### src/rtl/nand_erase_seq.sv
module nand_erase_seq #(
  parameter int P_WL = 3,
  parameter int P_WH = 2,
  parameter int P_WB = 4,
  parameter int P_RL = 3,
  parameter int P_RH = 2,
  parameter int BLW  = 16
) (
  input  logic           clk,
  input  logic           rst_n,
  input  logic           req_valid,
  output logic           req_ready,
  input  logic [1:0]     req_nblk,
  input  logic [95:0]    req_row,
  input  logic [BLW-1:0] busy_limit,
  output logic           done,
  output logic           done_fail,
  output logic           done_tmo,
  output logic           nf_ce_n,
  output logic           nf_cle,
  output logic           nf_ale,
  output logic           nf_we_n,
  output logic           nf_re_n,
  output logic           nf_dq_oe,
  output logic [7:0]     nf_dq,
  input  logic           nf_rb,
  input  logic           nf_io0
);
  localparam int M1   = (P_WL > P_WH) ? P_WL : P_WH;
  localparam int M2   = (P_WB > P_RL) ? P_WB : P_RL;
  localparam int M3   = (M1 > M2) ? M1 : M2;
  localparam int PMAX = (M3 > P_RH) ? M3 : P_RH;
  localparam int CW   = $clog2(PMAX + 1);

  typedef enum logic [2:0] {S_IDLE, S_WLO, S_WHI, S_WB, S_BUSY, S_RLO, S_RHI, S_FIN} st_t;

  st_t            st;
  logic [CW-1:0]  cnt;
  logic [BLW-1:0] bcnt;
  logic [4:0]     idx;
  logic [1:0]     n_q;
  logic [95:0]    row_q;
  logic           stat_q, fail_q, tmo_q;

  wire [4:0] last   = {1'b0, n_q, 2'b00} + 5'd4;
  wire       at_cfm = (idx == last);
  wire [1:0] byt    = idx[1:0];
  wire [6:0] ofs    = (byt == 2'd0) ? 7'd0 : 7'(idx[3:2]) * 7'd24 + (7'(byt) - 7'd1) * 7'd8;
  wire       is_cmd = stat_q || at_cfm || (byt == 2'd0);
  wire       wr     = (st == S_WLO) || (st == S_WHI);

  assign req_ready = (st == S_IDLE);
  assign done      = (st == S_FIN);
  assign done_fail = fail_q;
  assign done_tmo  = tmo_q;
  assign nf_ce_n   = (st == S_IDLE) || (st == S_FIN);
  assign nf_cle    = wr && is_cmd;
  assign nf_ale    = wr && !is_cmd;
  assign nf_we_n   = (st != S_WLO);
  assign nf_re_n   = (st != S_RLO);
  assign nf_dq_oe  = wr;
  assign nf_dq     = stat_q ? 8'h70 : at_cfm ? 8'hD0 : (byt == 2'd0) ? 8'h60 : row_q[ofs +: 8];

  always_ff @(posedge clk or negedge rst_n) begin
    if (!rst_n) begin
      st <= S_IDLE; cnt <= '0; bcnt <= '0; idx <= '0; n_q <= '0;
      row_q <= '0; stat_q <= 1'b0; fail_q <= 1'b0; tmo_q <= 1'b0;
    end else begin
      case (st)
        S_IDLE: if (req_valid) begin
          n_q <= req_nblk; row_q <= req_row; idx <= '0; cnt <= '0;
          stat_q <= 1'b0; fail_q <= 1'b0; tmo_q <= 1'b0; st <= S_WLO;
        end
        S_WLO: if (cnt == CW'(P_WL - 1)) begin cnt <= '0; st <= S_WHI; end
               else cnt <= cnt + 1'b1;
        S_WHI: if (cnt == CW'(P_WH - 1)) begin
          cnt <= '0;
          if (stat_q)      st <= S_RLO;
          else if (at_cfm) st <= S_WB;
          else begin idx <= idx + 5'd1; st <= S_WLO; end
        end else cnt <= cnt + 1'b1;
        S_WB: if (cnt == CW'(P_WB - 1)) begin cnt <= '0; bcnt <= '0; st <= S_BUSY; end
              else cnt <= cnt + 1'b1;
        S_BUSY: if (nf_rb) begin stat_q <= 1'b1; st <= S_WLO; end
                else if (bcnt == busy_limit) begin fail_q <= 1'b1; tmo_q <= 1'b1; st <= S_FIN; end
                else bcnt <= bcnt + 1'b1;
        S_RLO: if (cnt == CW'(P_RL - 1)) begin cnt <= '0; fail_q <= nf_io0; st <= S_RHI; end
               else cnt <= cnt + 1'b1;
        S_RHI: if (cnt == CW'(P_RH - 1)) begin cnt <= '0; st <= S_FIN; end
               else cnt <= cnt + 1'b1;
        default: st <= S_IDLE;
      endcase
    end
  end


  accept_hold_chk: assert property (@(posedge clk) disable iff (!rst_n)
    req_valid && req_ready |=> !req_ready);

  strobe_latch_chk: assert property (@(posedge clk) disable iff (!rst_n)
    $rose(nf_we_n) |-> (nf_cle ^ nf_ale) && !nf_ce_n);

  dq_stable_chk: assert property (@(posedge clk) disable iff (!rst_n)
    !nf_we_n |=> $stable(nf_dq));

  read_bus_chk: assert property (@(posedge clk) disable iff (!rst_n)
    !nf_re_n |-> !nf_dq_oe && !nf_ce_n && nf_we_n);

  tmo_fail_chk: assert property (@(posedge clk) disable iff (!rst_n)
    done && done_tmo |-> done_fail);

  done_pulse_chk: assert property (@(posedge clk) disable iff (!rst_n)
    done |=> !done);
endmodule

### config.mk
export PLATFORM = sky130hd
export DESIGN_NAME = nand_erase_seq
export DESIGN_NICKNAME = d
export VERILOG_FILES = /design/src/rtl/nand_erase_seq.sv
export SDC_FILE = /design/constraint.sdc
export NUM_CORES = 1
export LEC_CHECK = 0
export ABC_AREA = 1
export CORE_MARGIN = 5
export CORE_UTILIZATION = 30
export DETAILED_ROUTE_END_ITERATION = 16
export PLACE_DENSITY = 0.53
export SYNTH_ARGS = -nofsm -noshare
export SYNTH_HDL_FRONTEND = slang
export SYNTH_SLANG_ARGS = --single-unit
### constraint.sdc
create_clock -name clk -period 2.7 [get_ports clk]
set_input_delay 0.405 -clock clk [delete_from_list [all_inputs] [get_ports clk]]
set_output_delay 0.405 -clock clk [all_outputs]
set_load 0.005 [all_outputs]
==> impl_metrics.json <==
{
  "worstPathRequired_ns": 2.30,
  "synth_cell_types": 35,
  "rsz0062_at_grt": "true",
  "path_buf_inv": 5,
  "cp-start-kind": "register",
  "finalWorstPathRequiredPeriod_ns": 3.11,
  "cts_max_level": 4,
  "die_w_um": 164,
  "syn-instance-count": 1013,
  "cts_tree": "yes",
  "vdd_drop_max_mv": 0.489,
  "wl_per_cell_um": 14.3,
  "synth-compound-area-share_pct": 6.42,
  "top_layer_used": "met4",
  "diodes": 0,
  "synth-seq-area-share_pct": 44.9,
  "wl_mm": 21.6,
  "setup_viol_count_final": 8,
  "final_core_util_pct": 42.5,
  "grt_overflow": 0,
  "place_area_um2": 9070,
  "power.density_nw_per_um2": 1070,
  "antenna_found_initial": 0,
  "dieArea_um2": 27000,
  "final_nets": 1316,
  "via_per_inst": 4.54,
  "setup_ws_ns": -0.408,
  "grt_pass1_vias": 6868,
  "synthXorXnorAreaFrac_pct": 0.859,
  "crit_type": "register to output pin",
  "drc": 0,
  "leakagePower_nw": 4.94,
  "maxSlewHeadroom_pct": 64.3,
  "cp_num_cells": 12,
  "io_buffers": 136,
  "status": "finished with violations",
  "cp_cell_sequence": "inv_1, ha_4, inv_4, fa_2, nand2_4, inv_6, buf_6, o21ai_1, o22ai_1, a21oi_1, nor2_1, buf_2",
  "fp.dieH_um": 164,
  "clock.fmax_mhz": 322,
  "place.gp.congestion": 0.877,
  "cp_slowest_cell": "fa_2",
  "synth_area_per_cell_um2": 7.05,
  "yosys.area_share.simple_pct": 37.8,
  "violations": "negative setup slack",
  "wl_met2_mm": 9.93,
  "setup-tns-final_ns": -2.79,
  "ios": 137,
  "muxShareOfSynthArea_pct": 0,
  "num_vias": 6871,
  "hold_class": "input port to asynchronous set/reset pin",
  "place_ws_ns": -0.401,
  "grt_usage_pct": 16.4,
  "cpPeakStageDelay_ns": 0.58,
  "wl_met1_mm": 10.1,
  "cap_violations": 0,
  "cp-end-kind": "output pin",
  "layout.cells.most_common": "nand2_1",
  "most-common-layout-cells": "nand2_1, dfrtp_1, clkdlybuf4s50_1",
  "reg2regPathDepth": 8,
  "path_max_fanout": 6,
  "async_flop_share_pct": 100,
  "cts_max_path_buffers": 2,
  "synth_area_um2": 7140,
  "syn2layout_area_growth_pct": 39.9,
  "routed-wl-met3_mm": 1.19,
  "stdcell_area_um2": 9990,
  "clock_sinks": 128,
  "critPathTopFamily": "adder cells",
  "rows": 56,
  "synth_fp_nets": 1149,
  "cts_root_buf": "clkbuf_16",
  "cts_made_buffers": 17,
  "drive_above_1_share_pct": 14.7,
  "tightest_slew_ns": 0.534,
  "ys_seq_elements": 128,
  "synth-edff-count": 0,
  "drv_slew": 0,
  "crit_arrival_ns": 2.70,
  "synth_top_family_by_area": "simple AND/OR/NAND/NOR gates",
  "drtIter0Drc": 382,
  "floorplan.initialDensity_pct": 30.4,
  "synth_flop_cell": "dfrtp_1",
  "synthAdderAreaFrac_pct": 3.09,
  "path_clk_slew_ns": 0.07,
  "hold_viol": 0,
  "yosys_warnings": 0,
  "skew_ns": 0.0102,
  "clk_latency_ns": 0.42,
  "core-area_um2": 23500,
  "final_antenna_net_count": 0,
  "first_pass_iters": 5,
  "grt_max_degree": 98,
  "grt_first_pass_wirelength_mm": 35.0,
  "min_period_over_period_pct": 115,
  "dp_hpwl_mm": 16.1
}
[flip-flops by register name, indices dropped and copies added (netlist names)]
signal / cells
st: 3
idx: 5
n_q: 2
stat_q: 1
row_q: 96
cnt: 3
done_tmo: 1
done_fail: 1
bcnt: 16
[final timing paths]
path	endpoint	slack, ns	from
min in group clk	row_q[33]	0.48	row_q[33]
min	bcnt[10]	0.33	rst_n
max	nf_dq[2]	-0.41	idx[1]
max in group asynchronous	row_q[38]	1.78	rst_n
min reg2reg	row_q[33]	0.48	row_q[33]
max reg2reg	row_q[95]	0.74	st[2]
[metrics by stage]
stage / hold WS [ns] / power (W) / std cells
2_1_floorplan: 0.109 / 0.00595 / 1013
3_3_place_gp: 0.219 / 0.00780 / 1463
3_5_place_dp: 0.220 / 0.00781 / 1463
4_1_cts: 0.319 / 0.0106 / 1509
5_1_grt: 0.338 / 0.0115 / 1512
6_report: 0.330 / 0.0107 / 1512
[cells in the mapped netlist, types with 3 or more instances]
cell      number  area share (%)
buf_6          3            0.47
o211ai_1       3            0.32
ha_1          16             2.8
inv_2         14            0.74
dfrtp_1      128              45
a21oi_1       13            0.91
o21ai_1       17             1.2
buf_1          4            0.21
nand3_1       72             5.0
nor3_1         8            0.56
or2_2         10            0.88
o221ai_1       4            0.49
inv_1         56             2.9
nand2_2        5            0.44
nand4_1        5            0.44
xor2_1         6            0.74
o22ai_1        7            0.61
buf_2         25             1.8
clkbuf_1       4            0.21
buf_4          6            0.63
nand2_1      493              26
o21ai_0       32             2.2
nor2_1        62             3.3
nor2_2         9            0.79
[where the power goes]
part | total, W | leakage, nW | internal (W) | switching, W
Sequential | 0.00323 | 1.63 | 0.00269 | 0.000541
Clock | 0.00239 | 0.300 | 0.00142 | 0.000967
Combinational | 0.00503 | 3.01 | 0.00216 | 0.00287
[layout make-up]
class,instances,area (um^2)
clock buffer,18,439
clock inverter,14,168
fill,2478,13500
inverter,70,273
multi-input combinational,773,3610
sequential,128,3200
tap,319,399
timing repair buffer,190,1890
[worst reg2reg max path: stages (launching register included)]
cell,delay (ns)
dfrtp_1,0.48
inv_2,0.16
nand2_1,0.13
inv_1,0.13
nand2_4,0.08
inv_2,0.41
buf_12,0.27
nand2_1,0.16
nand2_1,0.08
[cells by family (layout without fill, tap and decap cells)]
family                     after synthesis  after routing
AOI/OAI and AO/OA                       81             81
xor gates and xnor gates                 7              7
buffers and inverters                  112            292
adders and majority gates               17             17
and+or+nand+nor                        668            668
DFF                                    128            128
[routing by layer]
metal,vias up,GRT usage [%]
li1,3533,-
met1,3147,22.7
met2,164,26.0
met3,27,3.49
met4,0,4.92
met5,-,0
[what timing repair did]
| item | CTS | global route |
|---|---|---|
| endpoints found under the setup margin | 9 | 10 |
| cloned | 1 | 0 |
| pin swaps | 25 | 24 |
| hold buffers | 1 | 0 |
| gates resized for setup | 79 | 26 |
| setup buffers | 12 | 3 |
| hold endpoints to repair | 2 | 0 |
Note: power is estimated with default switching activity, not from simulation.
